===== src/rtl/ee2w_pkg.sv =====
package ee2w_pkg;

  typedef enum logic [2:0] {
    ST_IDLE,
    ST_RX,
    ST_RX_END,
    ST_ACK,
    ST_TX,
    ST_TX_END,
    ST_MACK,
    ST_MACK_END
  } ee2w_state_t;

  typedef enum logic [1:0] {
    K_SEL,
    K_WADDR,
    K_DATA
  } ee2w_kind_t;

  // select byte: [7:4] device type, [3:2] strap bits, [1] half, [0] direction
  function automatic logic sel_match(input logic [7:0] b,
                                     input logic [3:0] dev_type,
                                     input logic [1:0] pins);
    return (b[7:4] == dev_type) && (b[3:2] == pins);
  endfunction

endpackage


===== src/rtl/ee2w_bus_events.sv =====
module ee2w_bus_events (
  input  logic clk,
  input  logic rst_n,
  input  logic scl_i,
  input  logic sda_i,
  output logic scl_rise_o,
  output logic scl_fall_o,
  output logic start_o,
  output logic stop_o
);
  logic scl_q;
  logic sda_q;

  always_ff @(posedge clk or negedge rst_n) begin
    if (!rst_n) begin
      scl_q <= 1'b1;
      sda_q <= 1'b1;
    end else begin
      scl_q <= scl_i;
      sda_q <= sda_i;
    end
  end

  assign scl_rise_o = scl_i && !scl_q;
  assign scl_fall_o = !scl_i && scl_q;
  assign start_o    = scl_i && scl_q && sda_q && !sda_i;
  assign stop_o     = scl_i && scl_q && !sda_q && sda_i;
endmodule


===== src/rtl/ee2w_addr_ctr.sv =====
module ee2w_addr_ctr #(
  parameter int ADDR_W = 9,
  parameter int PAGE_W = 4
) (
  input  logic              clk,
  input  logic              rst_n,
  input  logic              load_i,
  input  logic [ADDR_W-1:0] load_val_i,
  input  logic              inc_full_i,
  input  logic              inc_page_i,
  output logic [ADDR_W-1:0] addr_o
);
  function automatic logic [ADDR_W-1:0] step_full(input logic [ADDR_W-1:0] a);
    return a + ADDR_W'(1);
  endfunction

  function automatic logic [ADDR_W-1:0] step_page(input logic [ADDR_W-1:0] a);
    logic [PAGE_W-1:0] lo;
    lo = a[PAGE_W-1:0] + PAGE_W'(1);
    return {a[ADDR_W-1:PAGE_W], lo};
  endfunction

  always_ff @(posedge clk or negedge rst_n) begin
    if (!rst_n) begin
      addr_o <= '0;
    end else if (load_i) begin
      addr_o <= load_val_i;
    end else if (inc_full_i) begin
      addr_o <= step_full(addr_o);
    end else if (inc_page_i) begin
      addr_o <= step_page(addr_o);
    end
  end
endmodule


===== src/rtl/ee2w_slave.sv =====
module ee2w_slave
  import ee2w_pkg::*;
#(
  parameter int         MEM_BYTES  = 512,
  parameter int         PAGE_BYTES = 16,
  parameter logic [3:0] DEV_TYPE   = 4'b1010,
  localparam int        ADDR_W     = $clog2(MEM_BYTES),
  localparam int        PAGE_W     = $clog2(PAGE_BYTES),
  localparam int        WORD_W     = ADDR_W - 1
) (
  input  logic              clk,
  input  logic              rst_n,
  input  logic              scl_i,
  input  logic              sda_i,
  input  logic [1:0]        dev_pins_i,
  output logic              sda_pull_o,
  output logic [ADDR_W-1:0] mem_raddr_o,
  input  logic [7:0]        mem_rdata_i,
  output logic              wr_req_o,
  output logic [ADDR_W-1:0] wr_addr_o,
  output logic [7:0]        wr_data_o
);
  // bus events, brought out by name for the checker
  logic scl_rise;
  logic scl_fall;
  logic start_evt;
  logic stop_evt;

  ee2w_bus_events u_events (
    .clk        (clk),
    .rst_n      (rst_n),
    .scl_i      (scl_i),
    .sda_i      (sda_i),
    .scl_rise_o (scl_rise),
    .scl_fall_o (scl_fall),
    .start_o    (start_evt),
    .stop_o     (stop_evt)
  );

  ee2w_state_t       state;
  ee2w_kind_t        kind;
  logic [2:0]        bitcnt;
  logic [7:0]        rx_sh;
  logic [7:0]        tx_sh;
  logic              is_read;
  logic              pblk;
  logic [ADDR_W-1:0] cur_addr;

  // named internal events
  logic rx_byte_end;
  logic sel_ok;
  logic tx_load;
  logic ctr_load;
  logic ctr_inc_full;
  logic ctr_inc_page;

  assign rx_byte_end  = (state == ST_RX_END) && scl_fall;
  assign sel_ok       = sel_match(rx_sh, DEV_TYPE, dev_pins_i);
  assign tx_load      = scl_fall &&
                        (((state == ST_ACK) && (kind == K_SEL) && is_read) ||
                         (state == ST_MACK_END));
  assign ctr_load     = rx_byte_end && (kind == K_WADDR);
  assign ctr_inc_page = rx_byte_end && (kind == K_DATA);
  assign ctr_inc_full = tx_load;

  ee2w_addr_ctr #(
    .ADDR_W (ADDR_W),
    .PAGE_W (PAGE_W)
  ) u_ctr (
    .clk        (clk),
    .rst_n      (rst_n),
    .load_i     (ctr_load),
    .load_val_i ({pblk, rx_sh[WORD_W-1:0]}),
    .inc_full_i (ctr_inc_full),
    .inc_page_i (ctr_inc_page),
    .addr_o     (cur_addr)
  );

  assign mem_raddr_o = cur_addr;

  always_ff @(posedge clk or negedge rst_n) begin
    if (!rst_n) begin
      state      <= ST_IDLE;
      kind       <= K_SEL;
      bitcnt     <= '0;
      rx_sh      <= '0;
      tx_sh      <= '0;
      is_read    <= 1'b0;
      pblk       <= 1'b0;
      sda_pull_o <= 1'b0;
      wr_req_o   <= 1'b0;
      wr_addr_o  <= '0;
      wr_data_o  <= '0;
    end else begin
      wr_req_o <= 1'b0;
      if (start_evt) begin
        state      <= ST_RX;
        kind       <= K_SEL;
        bitcnt     <= '0;
        sda_pull_o <= 1'b0;
      end else if (stop_evt) begin
        state      <= ST_IDLE;
        sda_pull_o <= 1'b0;
      end else begin
        unique case (state)
          ST_IDLE: begin
          end
          ST_RX: begin
            if (scl_rise) begin
              rx_sh  <= {rx_sh[6:0], sda_i};
              bitcnt <= bitcnt + 3'd1;
              if (bitcnt == 3'd7) state <= ST_RX_END;
            end
          end
          ST_RX_END: begin
            if (scl_fall) begin
              unique case (kind)
                K_SEL: begin
                  if (sel_ok) begin
                    is_read    <= rx_sh[0];
                    pblk       <= rx_sh[1];
                    sda_pull_o <= 1'b1;
                    state      <= ST_ACK;
                  end else begin
                    state <= ST_IDLE;
                  end
                end
                K_WADDR: begin
                  sda_pull_o <= 1'b1;
                  state      <= ST_ACK;
                end
                default: begin
                  sda_pull_o <= 1'b1;
                  wr_req_o   <= 1'b1;
                  wr_addr_o  <= cur_addr;
                  wr_data_o  <= rx_sh;
                  state      <= ST_ACK;
                end
              endcase
            end
          end
          ST_ACK: begin
            if (scl_fall) begin
              bitcnt <= '0;
              if ((kind == K_SEL) && is_read) begin
                tx_sh      <= mem_rdata_i;
                sda_pull_o <= ~mem_rdata_i[7];
                state      <= ST_TX;
              end else begin
                sda_pull_o <= 1'b0;
                kind       <= (kind == K_SEL) ? K_WADDR : K_DATA;
                state      <= ST_RX;
              end
            end
          end
          ST_TX: begin
            if (scl_rise) begin
              bitcnt <= bitcnt + 3'd1;
              if (bitcnt == 3'd7) state <= ST_TX_END;
            end else if (scl_fall) begin
              tx_sh      <= {tx_sh[6:0], 1'b0};
              sda_pull_o <= ~tx_sh[6];
            end
          end
          ST_TX_END: begin
            if (scl_fall) begin
              sda_pull_o <= 1'b0;
              state      <= ST_MACK;
            end
          end
          ST_MACK: begin
            if (scl_rise) state <= sda_i ? ST_IDLE : ST_MACK_END;
          end
          default: begin
            if (scl_fall) begin
              bitcnt     <= '0;
              tx_sh      <= mem_rdata_i;
              sda_pull_o <= ~mem_rdata_i[7];
              state      <= ST_TX;
            end
          end
        endcase
      end
    end
  end
endmodule


===== config.mk =====
export PLATFORM = sky130hd
export DESIGN_NAME = ee2w_slave
export DESIGN_NICKNAME = d
export VERILOG_FILES = /design/src/rtl/ee2w_pkg.sv /design/src/rtl/ee2w_bus_events.sv /design/src/rtl/ee2w_addr_ctr.sv /design/src/rtl/ee2w_slave.sv
export SDC_FILE = /design/constraint.sdc
export NUM_CORES = 1
export LEC_CHECK = 0
export ABC_AREA = 1
export ABC_CLOCK_PERIOD_IN_PS = 1900
export BUFFER_PORTS_ARGS = -buffer_cell sky130_fd_sc_hd__clkbuf_2
export CAP_MARGIN = 25
export CORE_MARGIN = 2
export CORE_UTILIZATION = 25
export DETAILED_ROUTE_END_ITERATION = 12
export SKIP_LAST_GASP = 1
export SLEW_MARGIN = 20
export SYNTH_ARGS = -nofsm -noshare
export SYNTH_HDL_FRONTEND = slang
export SYNTH_SLANG_ARGS = --single-unit

===== constraint.sdc =====
create_clock -name clk -period 1.9 [get_ports clk]
set_input_delay 0.38 -clock clk [delete_from_list [all_inputs] [get_ports clk]]
set_output_delay 0.38 -clock clk [all_outputs]
set_load 0.05 [all_outputs]

Word-level counts from Yosys, hierarchy flattened
Index checks and enable logic that the tools add are counted.
{"block": "word_totals", "regBits": 55, "output_inout_bits": 28}
{"block": "op_classes", "add_sub_neg": 3, "reduce_logical": 42, "n_eq_ne": 30, "bitwise_logic": 6, "mux": 53}
{"op": "2-to-1 mux 3 bit", "count": 18}
{"op": "inequality test 4 bit (second input constant)", "count": 9}
{"op": "2-to-1 mux 7 bit", "count": 5}
{"op": "case mux 3 bit (7 select lines)", "count": 1}
{"op": "case mux 7 bit (3 select lines)", "count": 1}
{"op": "2-to-1 mux 9 bit", "count": 2}
{"op": "2-to-1 mux 1 bit", "count": 16}
{"op": "AND reduction 4 bit", "count": 4}
{"op": "equality test 3 bit (second input constant)", "count": 5}
{"op": "logical AND 1 bit", "count": 15}
{"op": "2-to-1 mux 2 bit", "count": 7}
{"op": "AND reduction 6 bit", "count": 2}
{"op": "AND reduction 10 bit", "count": 1}
{"op": "adder 9 x 1 -> 9 bit (second input constant)", "count": 1}
{"op": "nonzero test 3 bit", "count": 3}
{"op": "equality test 3 x 2 -> 1 bit (second input constant)", "count": 2}
{"op": "inequality test 2 bit (second input constant)", "count": 3}
{"op": "inequality test 3 x 1 -> 1 bit (second input constant)", "count": 2}
{"op": "inverter 1 bit", "count": 6}
{"op": "case mux 3 bit (2 select lines)", "count": 1}
{"op": "nonzero test 2 bit", "count": 3}
{"op": "nonzero test 6 bit", "count": 1}
{"op": "inequality test 5 bit (second input constant)", "count": 1}
{"op": "case mux 1 bit (5 select lines)", "count": 1}
{"op": "19 further kinds", "count": 24}

Depth between registers and ports, before layout
Gate-level depths: netlist (run 1).
{"block": "logic_depth", "depth_word": 8, "mapped_depth": 11, "depth_no_buf": 11}

Modules after synthesis
Synthesis (run 1) repeated with hierarchy kept, for this count alone.
{"block": "unflattened", "hier_cells": 364, "hier_area_um2": 2852.7}
{"mod": "ee2w_slave", "seq_area_each_um2": 1101.1, "area_each_um2": 2145.8, "cells_each": 269, "instances": 1}
{"mod": "ee2w_addr_ctr", "seq_area_each_um2": 225.2, "area_each_um2": 613.1, "cells_each": 82, "instances": 1}
{"mod": "ee2w_bus_events", "seq_area_each_um2": 52.6, "area_each_um2": 93.8, "cells_each": 13, "instances": 1}

Least setup slack after synthesis (run 1)
Ideal clock, no wire load.
{"block": "synth_path", "path_type": "reg-to-reg", "from": "reg u_ctr.addr_o[1]", "to": "reg u_ctr.addr_o[6]", "t_arrival_ps": 1561, "setup_ps": 133, "path_stages_with_launch": 9, "t_required_ps": 1767, "period_less_slack_ps": 1694, "setup_slack_ps": 206, "cell_sequence": "dfrtp_1 > ha_1 > nand2_1 > nor2_1 > inv_1 > nor2_1 > nand3_1 > nand3_1 > o211ai_1"}
{"block": "synth_via", "elab_chain_len": 3}
{"element": "start: declaration", "line": "ee2w_addr_ctr.sv:11", "rtl": "output logic [ADDR_W-1:0] addr_o"}
{"element": "start signal: assignment", "line": "ee2w_addr_ctr.sv:27", "rtl": "addr_o <= load_val_i;"}
{"element": "start signal: assignment", "line": "ee2w_addr_ctr.sv:29", "rtl": "addr_o <= step_full(addr_o);"}
{"element": "start signal: assignment", "line": "ee2w_addr_ctr.sv:31", "rtl": "addr_o <= step_page(addr_o);"}
{"element": "adder 9 x 1 -> 9 bit", "line": "ee2w_addr_ctr.sv:14", "rtl": "return a + ADDR_W'(1);"}
{"element": "2-to-1 mux 9 bit", "line": "ee2w_addr_ctr.sv:28", "rtl": "end else if (inc_full_i) begin"}
{"element": "2-to-1 mux 9 bit", "line": "ee2w_addr_ctr.sv:26", "rtl": "end else if (load_i) begin"}
Every way passes these cells. The select of a mux whose other input is x is not followed.
A chain may end at the register's enable or synchronous reset.

Final worst setup path (run 1)
{"block": "layout_path", "from": "reg u_events.scl_q", "to": "reg u_ctr.addr_o[3]"}
{"block": "layout_via", "elab_chain_len": 4}
{"element": "start: declaration", "line": "ee2w_bus_events.sv:11", "rtl": "logic scl_q;"}
{"element": "start signal: assignment", "line": "ee2w_bus_events.sv:19", "rtl": "scl_q <= scl_i;"}
{"element": "logical AND 1 bit (*)", "line": "ee2w_bus_events.sv:25", "rtl": "assign scl_fall_o = !scl_i && scl_q;"}
{"element": "logical AND 1 bit, on equally long branches", "line": "ee2w_slave.sv:59, ee2w_slave.sv:57"}
{"element": "2-to-1 mux 9 bit (tied with other cells)", "line": "ee2w_addr_ctr.sv:28"}
{"element": "2-to-1 mux 9 bit or nonzero test 3 bit (tied branches)"}
Mark *: on every way between the ends. The rest lies on a longest branch, timed or not. The select of a mux whose other input is x is not followed.

==> results of run 1 <==
how the worst max path moves through the flow:
stage | from | end | slack [ps] | depth (start not counted)
floorplan | u_ctr.addr_o[1] | u_ctr.addr_o[6] | 210 | 8
finish | u_events.scl_q | u_ctr.addr_o[3] | 160 | 8
detailed placement | scl_i | u_ctr.addr_o[1] | 170 | 9
global route | u_events.scl_q | u_ctr.addr_o[3] | 30 | 8
global placement | scl_i | u_ctr.addr_o[0] | 230 | 9
CTS | u_events.scl_q | u_ctr.addr_o[1] | 170 | 7
cell usage in the layout (no fill, tap or decap), types with 2 or more instances in the layout:
master / instances
nand2_1: 122
dfrtp_1: 53
inv_1: 44
clkbuf_2: 41
o21ai_0: 35
nor2_1: 23
nand3_1: 22
o21ai_2: 15
a21oi_1: 7
buf_4: 6
o211ai_1: 5
clkbuf_16: 5
inv_2: 4
nand3b_1: 4
nand2_2: 3
nand4_1: 3
ha_1: 3
nand2_4: 2
nor2_2: 2
nand3_2: 2
buf_12: 2
dfstp_2: 2
layer usage:
layer  vias up  global-route usage, %
li1       1270                      -
met2        46                  19.03
met1      1158                  14.47
met3         6                  2.286
met5         -                      0
met4         0                  2.798
critical path, cell delays in order (launching register included):
cell and delay, ps:
dfstp_2 560, nand2_1 270, nor2_2 210, nand3_2 190, nand2_4 180, inv_2 60
o21ai_4 70, nand2_1 80, nand2_1 60
layout make-up:
cell class	count	area (sq um)
clock buffers	6	128.9
clock inverters	2	38.79
fillers	1221	7886
inverters	48	180.2
multi-input cells	257	1287
flip-flops and latches	55	1379
well taps	143	178.9
repair buffers	49	290.3
registers in the layout, summed over array words and instances (netlist names):
register        cells
u_ctr.addr_o        9
kind                2
bitcnt              3
tx_sh               7
is_read             1
sda_pull_o          1
wr_req_o            1
pblk                1
wr_addr_o           9
state               3
rx_sh               8
wr_data_o           8
u_events.sda_q      1
u_events.scl_q      1
metrics by stage:
step                power [W]  area [sq um]  setup slack [ps]  utilization, %
global route         0.005593          3483             30.43           30.64
global placement     0.004140          3316             231.6           29.16
floorplan            0.003596          2905             205.8               -
finish               0.005186          3483             162.5           30.64
CTS                  0.005260          3483             167.7           30.64
detailed placement   0.004173          3316             170.5           29.16
cell families after synthesis:
family	synth area share (%)
buf+inv	8.225
simple gates	28.73
flops	47.46
compound gates	14.00
fa+ha+maj	1.292
xor+xnor	0.3015
power breakdown:
part	switching (W)	leakage [nW]	total (W)	internal, W
clock network	0.000434	0.0815	0.00106	0.000628
registers	0.000323	0.705	0.00188	0.00156
logic	0.00159	1.01	0.00224	0.000648
==> impl_metrics.tcl, run 1 <==
set metrics [dict create \
    synth_top_cell_area_share_pct 45.65 \
    worst_setup_path_end_kind "flop" \
    max_freq_mhz 575.5 \
    wl_met3_um 239 \
    drc 0 \
    power_density_nw_per_um2 1489 \
    crit_arrival_ps 1970 \
    yosysWarnings 0 \
    totalNegativeSetupSlack_ps 0 \
    drt_iter0_drc 143 \
    fin_cells 560 \
    antenna_found_initial 0 \
    synth-main-ff-cell "dfrtp_1" \
    ant_nets 0 \
    dr.pass1.iters 4 \
    post_drt_wl_per_cell_um 11.79 \
    skew_ps 7.888 \
    grt_overflow 0 \
    synth.area.top_cells "dfrtp_1 (46%), nand2_1 (16%), o21ai_0 (6.0%), inv_1 (5.7%), o21ai_2 (4.5%)" \
    rsz0062_at_grt "no" \
    vias_per_cell 4.429 \
    cts_buffer_depth 2 \
    synthMostInstantiatedCell "nand2_1" \
    n_antenna_cell 0 \
    synthesis.nets 384 \
    startpoint_type "flop" \
    yosysSeqAreaShare_pct 47.46 \
    status "finished, final reports clean" \
    io_buffers 41 \
    synth_top_area_cell "dfrtp_1" \
    dp.cells 552 \
    rr_startpoint "u_events.scl_q" \
    dp_hpwl_mm 5.118 \
    nets 433 \
    root_buffer "clkbuf_16" \
    clk_pin_slew_ps 80 \
    synth-edff-count 0 \
    grt_pass1_vias 2417 \
    fin_hold_ws_ps 9.745 \
    highest_layer "met4" \
    netlist_top_cells_count "nand2_1 (122), dfrtp_1 (53), inv_1 (44)" \
    hp-class "in2async" \
    drive_gt1_share_pct 21.82 \
    area_delta_synth_final_pct 19.90 \
    maxCapViolCount 0 \
    initial_utilization_pct 25.55 \
    fin_crit_ps 1738 \
    hold_viol 0 \
    synth_cells 367 \
    top_level_ports 42 \
    r2r_slack_ps 160 \
    die_x_um 111.8 \
    hold_buffers 0 \
    dieArea_sq_um 12500 \
    slew_headroom_pct 68.33 \
    wl_met2_mm 3.211 \
    h-tree-depth 2 \
    syn_area_sq_um 2905 \
    maxSlewViolCount 0 \
    yosys.cell_types.count 30 \
    reg2reg_depth 8 \
    grt_max_degree 25 \
    finalWirelength_mm 6.600 \
    final.period_utilization_pct 91.45 \
    gp_congestion 0.8741 \
    critPathRequiredTime_ps 2140 \
    power_leakage_nw 1.799 \
    tightest_slew_ps 474.6 \
    num_vias 2480 \
    setup_viol_count_final 0 \
    criticalPathCategory "reg2reg" \
    reg2reg_to "u_ctr.addr_o[3]" \
    synth_seq_cells 55 \
    postCtsSetupRepairBufs 0 \
    worstPathMaxFanout 10 \
    drt-met1-wl_mm 3.105 \
    numCtsBuffers 5 \
    grt_usage_pct 11.14 \
    worstSkewPairLatency_ps 300 \
    core-area_sq_um 11370 \
    vdd_drop_max_mv 0.9322 \
    ys_async_sr_fraction_pct 100.0 \
    avgSynthCellArea_sq_um 7.916 \
    cts_resized 0 \
    cts.sinks 55 \
    fp-row-count 39 \
    tritoncts "built" \
    die_h_um 111.8 \
    grt_pass1_wl_mm 11.59 \
]
Note: power is estimated with default switching activity, not from simulation.
==> run 2: changes to the inputs <==
--- a/config.mk
+++ b/config.mk
@@ -6,10 +6,10 @@
 export NUM_CORES = 1
 export LEC_CHECK = 0
 export ABC_AREA = 1
-export ABC_CLOCK_PERIOD_IN_PS = 1900
+export ABC_CLOCK_PERIOD_IN_PS = 1400
 export BUFFER_PORTS_ARGS = -buffer_cell sky130_fd_sc_hd__clkbuf_2
 export CAP_MARGIN = 25
-export CORE_MARGIN = 2
+export CORE_MARGIN = 10
 export CORE_UTILIZATION = 25
 export DETAILED_ROUTE_END_ITERATION = 12
 export SKIP_LAST_GASP = 1
@@ -17,3 +17,4 @@
 export SYNTH_ARGS = -nofsm -noshare
 export SYNTH_HDL_FRONTEND = slang
 export SYNTH_SLANG_ARGS = --single-unit
+export TNS_END_PERCENT = 30
==> constraint.sdc (replaced) <==
create_clock -name clk -period 1.4 [get_ports clk]
set_input_delay 0.28 -clock clk [delete_from_list [all_inputs] [get_ports clk]]
set_output_delay 0.28 -clock clk [all_outputs]
set_load 0.05 [all_outputs]
==> run 2 against run 1 <==
Effect of this change: the flow now finishes with violations (setup timing); sequential share of layout area is 4.6 points lower; worst setup slack got worse by 220 ps; non-clock buffer count up 44; largest cell class is now multi-input combinational cells.
==> impl_metrics.tcl, run 2 (synthesized netlist as in run 1, its figures left out) <==
set metrics [dict create \
    pre_cts_ws_ps -132.9 \
    worstPathMaxFanout 6 \
    gp_congestion 0.8854 \
    startpoint_type "flop" \
    post_drt_wl_per_cell_um 11.98 \
    setup_viol_count_final 28 \
    final_area_sq_um 3966 \
    status "finished with violations" \
    fill_cells 1193 \
    rr_startpoint "state[1]" \
    fin_crit_ps 1455 \
    drc 0 \
    die_h_um 127.8 \
    power_leakage_nw 2.016 \
    rsz0062_at_grt "yes" \
    top_level_ports 42 \
    antenna_found_initial 0 \
    tritoncts "built" \
    reg.largest.list "u_ctr.addr_o (9), wr_addr_o (9)" \
    grt_max_degree 56 \
    skew_ps 3.661 \
    vdd_drop_max_mv 1.025 \
    criticalPathCategory "reg2reg" \
    root_buffer "clkbuf_16" \
    io_buffers 41 \
    path_common_cell "o21ai_1" \
    swShare_pct 45.27 \
    final.period_utilization_pct 103.9 \
    dieArea_sq_um 16330 \
    met1_usage_pct 11.77 \
    die_x_um 127.8 \
    seq_power_share_pct 33.5 \
    layout_commonest_cell "nand2_1" \
    clkPwrFrac_pct 17.2 \
    area_delta_synth_final_pct 36.52 \
    clk_pin_slew_ps 70 \
    cts.sinks 55 \
    worstSkewPairLatency_ps 300 \
    h-tree-depth 2 \
    mostFrequentLayoutCells "nand2_1 (111), dfrtp_1 (46), buf_4 (45)" \
    maxSlewViolCount 0 \
    tightest_slew_ps 291.5 \
    maxCapViolCount 0 \
    worst_setup_path_end_kind "flop" \
    pwr-share-comb_pct 49.3 \
    power_density_nw_per_um2 1920 \
    fin_ws_ps -55.08 \
    num_vias 2641 \
    max_freq_mhz 687.2 \
    cts_buffer_depth 2 \
    critPathSlowestCell "dfrtp_2" \
    dp_hpwl_mm 5.452 \
    nets 478 \
    dr.pass1.iters 4 \
    hp-class "in2reg" \
    critPathRequiredTime_ps 1580 \
    drive_gt1_share_pct 37.01 \
    n_antenna_cell 0 \
    multi_input_area_sq_um 1408 \
    finalWirelength_mm 7.248 \
    min_from "scl_i" \
    initial_utilization_pct 25.44 \
    violations "setup timing" \
    dpl-instance-area_sq_um 3628 \
    fp-row-count 39 \
    grt_usage_pct 9.203 \
    slew_headroom_pct 80.57 \
    grt_pass1_vias 2590 \
    p_total_w 0.007616 \
    dp.cells 586 \
    grt_pass1_wl_mm 12.43 \
    fin_cells 605 \
    drt_iter0_drc 170 \
    vias_per_cell 4.365 \
    ant_nets 0 \
    crit_arrival_ps 1640 \
    grt.busiest_layer "met2" \
    met3_usage_pct 2.854 \
    p_sw_w 0.003448 \
    core-area_sq_um 11420 \
    met2_usage_pct 14.19 \
    slowest_delay_ps 470 \
    cp-startpoint "state[1]" \
    grt_overflow 0 \
    hold_viol 0 \
    regArea_sq_um 1388 \
    intPower_w 0.004168 \
    postLayoutCoreUtil_pct 34.74 \
    numCtsBuffers 5 \
    crit_chain "buf_4, nor2_2, o21ai_1, o21ai_1, nand3_2, nand2_1, o21ai_0" \
]
-- run 2: power groups by stage --
stage	registers [W]	clock network [W]	logic (W)
2_1_floorplan	0.00324	0	0.00168
3_3_place_gp	0.00254	0	0.00354
3_5_place_dp	0.00255	0	0.00356
4_1_cts	0.00254	0.00136	0.00370
5_1_grt	0.00263	0.00140	0.00421
6_report	0.00255	0.00131	0.00375
-- run 2: area by class of cell --
| class | instances | area share [%] |
|---|---|---|
| Clock buffer | 7 | 3.596 |
| Clock inverter | 1 | 0.2208 |
| Inverter | 48 | 4.669 |
| Multi-Input combinational cell | 258 | 35.49 |
| Sequential cell | 55 | 34.98 |
| Tap cell | 143 | 4.511 |
| Timing Repair Buffer | 93 | 16.53 |
-- run 2: metrics by stage --
| step | hold slack [ps] | TNS, ps |
|---|---|---|
| after CTS | 92.12 | -472.2 |
| after detailed placement | 308.7 | -2273 |
| after global placement | 307.6 | -1930 |
| final | 105.2 | -449.6 |
| after floorplan | -15.59 | -94.41 |
| after global routing | 107.5 | -4590 |
-- run 2: final timing paths --
check	slack (ps)	cells past startpoint	end
max	-60	7	bitcnt[0]
min	110	1	u_events.scl_q
max reg2reg	-60	7	bitcnt[0]
min reg2reg	480	2	sda_pull_o
max in group asynchronous	590	3	u_events.scl_q
min in group asynchronous	530	3	wr_data_o[3]
-- run 2: per-layer routing --
metal,part of all wire [%],routed length (um)
met1,47,3374
met2,46,3313
met3,5.6,408
met4,2.1,150
met5,0,0
-- run 2: worst max-delay path: cells and delay by family (launching register included) --
family | cells | cell delay [ps]
AO/OA/AOI/OAI | 3 | 340
buffers and inverters | 1 | 160
AND/OR/NAND/NOR | 3 | 360
flip-flops | 1 | 470
-- run 2: what timing repair did --
item / in CTS / in global routing
resized for setup: 16 / 22
endpoints found under the setup margin: 40 / 51
gates cloned: 1 / 0
hold endpoints to repair: 48 / 0
buffers inserted: 7 / 2
pin swaps: 7 / 4
hold buffers: 1 / 0
==> run 3: changes to the inputs <==
--- a/config.mk
+++ b/config.mk
@@ -7,11 +7,13 @@
 export LEC_CHECK = 0
 export ABC_AREA = 1
 export ABC_CLOCK_PERIOD_IN_PS = 1400
-export BUFFER_PORTS_ARGS = -buffer_cell sky130_fd_sc_hd__clkbuf_2
+export BUFFER_PORTS_ARGS = -buffer_cell sky130_fd_sc_hd__buf_4
 export CAP_MARGIN = 25
 export CORE_MARGIN = 10
-export CORE_UTILIZATION = 25
+export CORE_UTILIZATION = 50
 export DETAILED_ROUTE_END_ITERATION = 12
+export GPL_TIMING_DRIVEN = 1
+export PLACE_DENSITY = 0.74
 export SKIP_LAST_GASP = 1
 export SLEW_MARGIN = 20
 export SYNTH_ARGS = -nofsm -noshare
==> run 3 against run 2 <==
Effect of this change: the flow still finishes with violations (setup timing); combinational power increased by 8.8%; die area shrank 43%; via count increased by 1.6%; first-iteration DRC count decreased by 2.4%; global-route usage rose by 7.2 points; power is 1.2% higher; sequential power barely moved; largest cell class unchanged.
==> impl_metrics.tcl, run 3 (synthesized netlist as in run 1, its figures left out) <==
set metrics [dict create \
    status "finished with violations" \
    violations "setup timing" \
    setup_viol_count_final 39 \
    n_antenna_cell 0 \
    drive_gt1_share_pct 37.47 \
    clk_pin_slew_ps 100 \
    slowest_delay_ps 500 \
    slew_headroom_pct 78.42 \
    grt_pass1_wl_mm 12.28 \
    path_common_cell "nand2_1" \
    reg.largest.list "u_ctr.addr_o (9), wr_addr_o (9)" \
    crit_arrival_ps 1730 \
    pre_cts_ws_ps -135.7 \
    antenna_found_initial 0 \
    finalWirelength_mm 7.200 \
    fin_crit_ps 1495 \
    grt_pass1_vias 2711 \
    drc 0 \
    critPathTopFamily "flip-flops" \
    max_freq_mhz 668.8 \
    grt_usage_pct 16.44 \
    initial_utilization_pct 52.12 \
    multi_input_area_sq_um 1424 \
    die_x_um 96.23 \
    maxSlewViolCount 0 \
    h-tree-depth 2 \
    top_level_ports 42 \
    cts_buffer_depth 2 \
    rsz0062_at_grt "yes" \
    fp-row-count 27 \
    grt_max_degree 27 \
    layout_commonest_cell "nand2_1" \
    maxCapViolCount 0 \
    ant_nets 0 \
    power_leakage_nw 2.013 \
    die_h_um 96.23 \
    hp-class "in2reg" \
    postLayoutCoreUtil_pct 70.84 \
    nets 475 \
    power_density_nw_per_um2 1952 \
    numCtsBuffers 5 \
    grt_overflow 0 \
    critPathRequiredTime_ps 1640 \
    cp.buffers_inverters 4 \
    num_vias 2683 \
    dr.pass1.iters 6 \
    final.period_utilization_pct 106.8 \
    core-area_sq_um 5574 \
    crit_chain "inv_4, nand2_4, buf_4, buf_4, inv_1, nand2_1, nand2_1, nand2_1, a21oi_2" \
    criticalPathCategory "reg2reg" \
    vdd_drop_max_mv 1.047 \
    mostFrequentLayoutCells "nand2_1 (112), buf_4 (82), dfrtp_1 (46)" \
    worstSkewPairLatency_ps 320 \
    hold_viol 0 \
    root_buffer "clkbuf_8" \
    vias_per_cell 5.053 \
    dp_hpwl_mm 5.421 \
    gp_congestion 0.8888 \
    tritoncts "built" \
    io_buffers 41 \
    drt_iter0_drc 166 \
    area_delta_synth_final_pct 35.92 \
    post_drt_wl_per_cell_um 13.56 \
    startpoint_type "flop" \
    skew_ps 11.19 \
    worstPathMaxFanout 7 \
    tightest_slew_ps 323.6 \
    dieArea_sq_um 9259 \
    fill_cells 450 \
    worst_setup_path_end_kind "flop" \
    regArea_sq_um 1388 \
    critPathSlowestCell "dfrtp_2" \
    cts.sinks 55 \
    fin_ws_ps -95.31 \
]
run 3: power by group:
group	internal (W)	total (W)	leakage (nW)	switching (W)
Clock	0.000542	0.00108	0.0558	0.000541
Sequential	0.00212	0.00255	0.695	0.000424
Combinational	0.00152	0.00408	1.26	0.00256
Total	0.00419	0.00771	2.01	0.00352
run 3: routing by layer:
layer | GRT usage (%) | up-vias | part of all wire [%]
li1 | - | 1354 | -
met1 | 20.16 | 1246 | 43
met2 | 27.91 | 71 | 49
met3 | 3.658 | 12 | 6.1
met4 | 5.405 | 0 | 1.8
met5 | 0 | - | 0
run 3: area by class of cell:
class | count | share of cell area (%)
clock buffer | 6 | 1.838
timing repair buffer | 90 | 18.95
sequential | 55 | 35.14
inverter | 48 | 4.753
tap | 72 | 2.281
multi-input combinational | 258 | 36.06
clock inverter | 2 | 0.9823
run 3: path summary, 6_finish.rpt:
check / from / to / slack [ps] / depth (start not counted)
min in group asynchronous: rst_n / wr_addr_o[6] / 390 / 2
hold reg to reg: wr_addr_o[0] / wr_addr_o[0] / 490 / 2
setup / recovery: state[2] / state[0] / -100 / 9
max in group asynchronous: rst_n / state[0] / 540 / 3
setup reg to reg: state[2] / state[0] / -100 / 9
hold / removal: scl_i / u_events.scl_q / 90 / 1
run 3: repair_timing:
item                                    CTS  global route
cloned                                    0             1
resized for setup                        21            23
buffers inserted                          3             2
hold buffers                              1             0
pin swaps                                 9             6
hold endpoints to repair                 20             0
endpoints found under the setup margin   43            52
run 3: through the flow:
step / cell area (sq um) / cells / setup TNS (ps) / hold WS [ps] / total power, W
6_report: 3949 / 531 / -1273 / 90.32 / 0.007707
4_1_cts: 3860 / 528 / -501.8 / 86.44 / 0.007531
3_5_place_dp: 3650 / 516 / -1922 / 203.7 / 0.006342
3_3_place_gp: 3650 / 516 / -1284 / 201.3 / 0.006249
2_1_floorplan: 2938 / 367 / -94.41 / -15.59 / 0.004918
5_1_grt: 3949 / 531 / -5606 / 85.46 / 0.008279
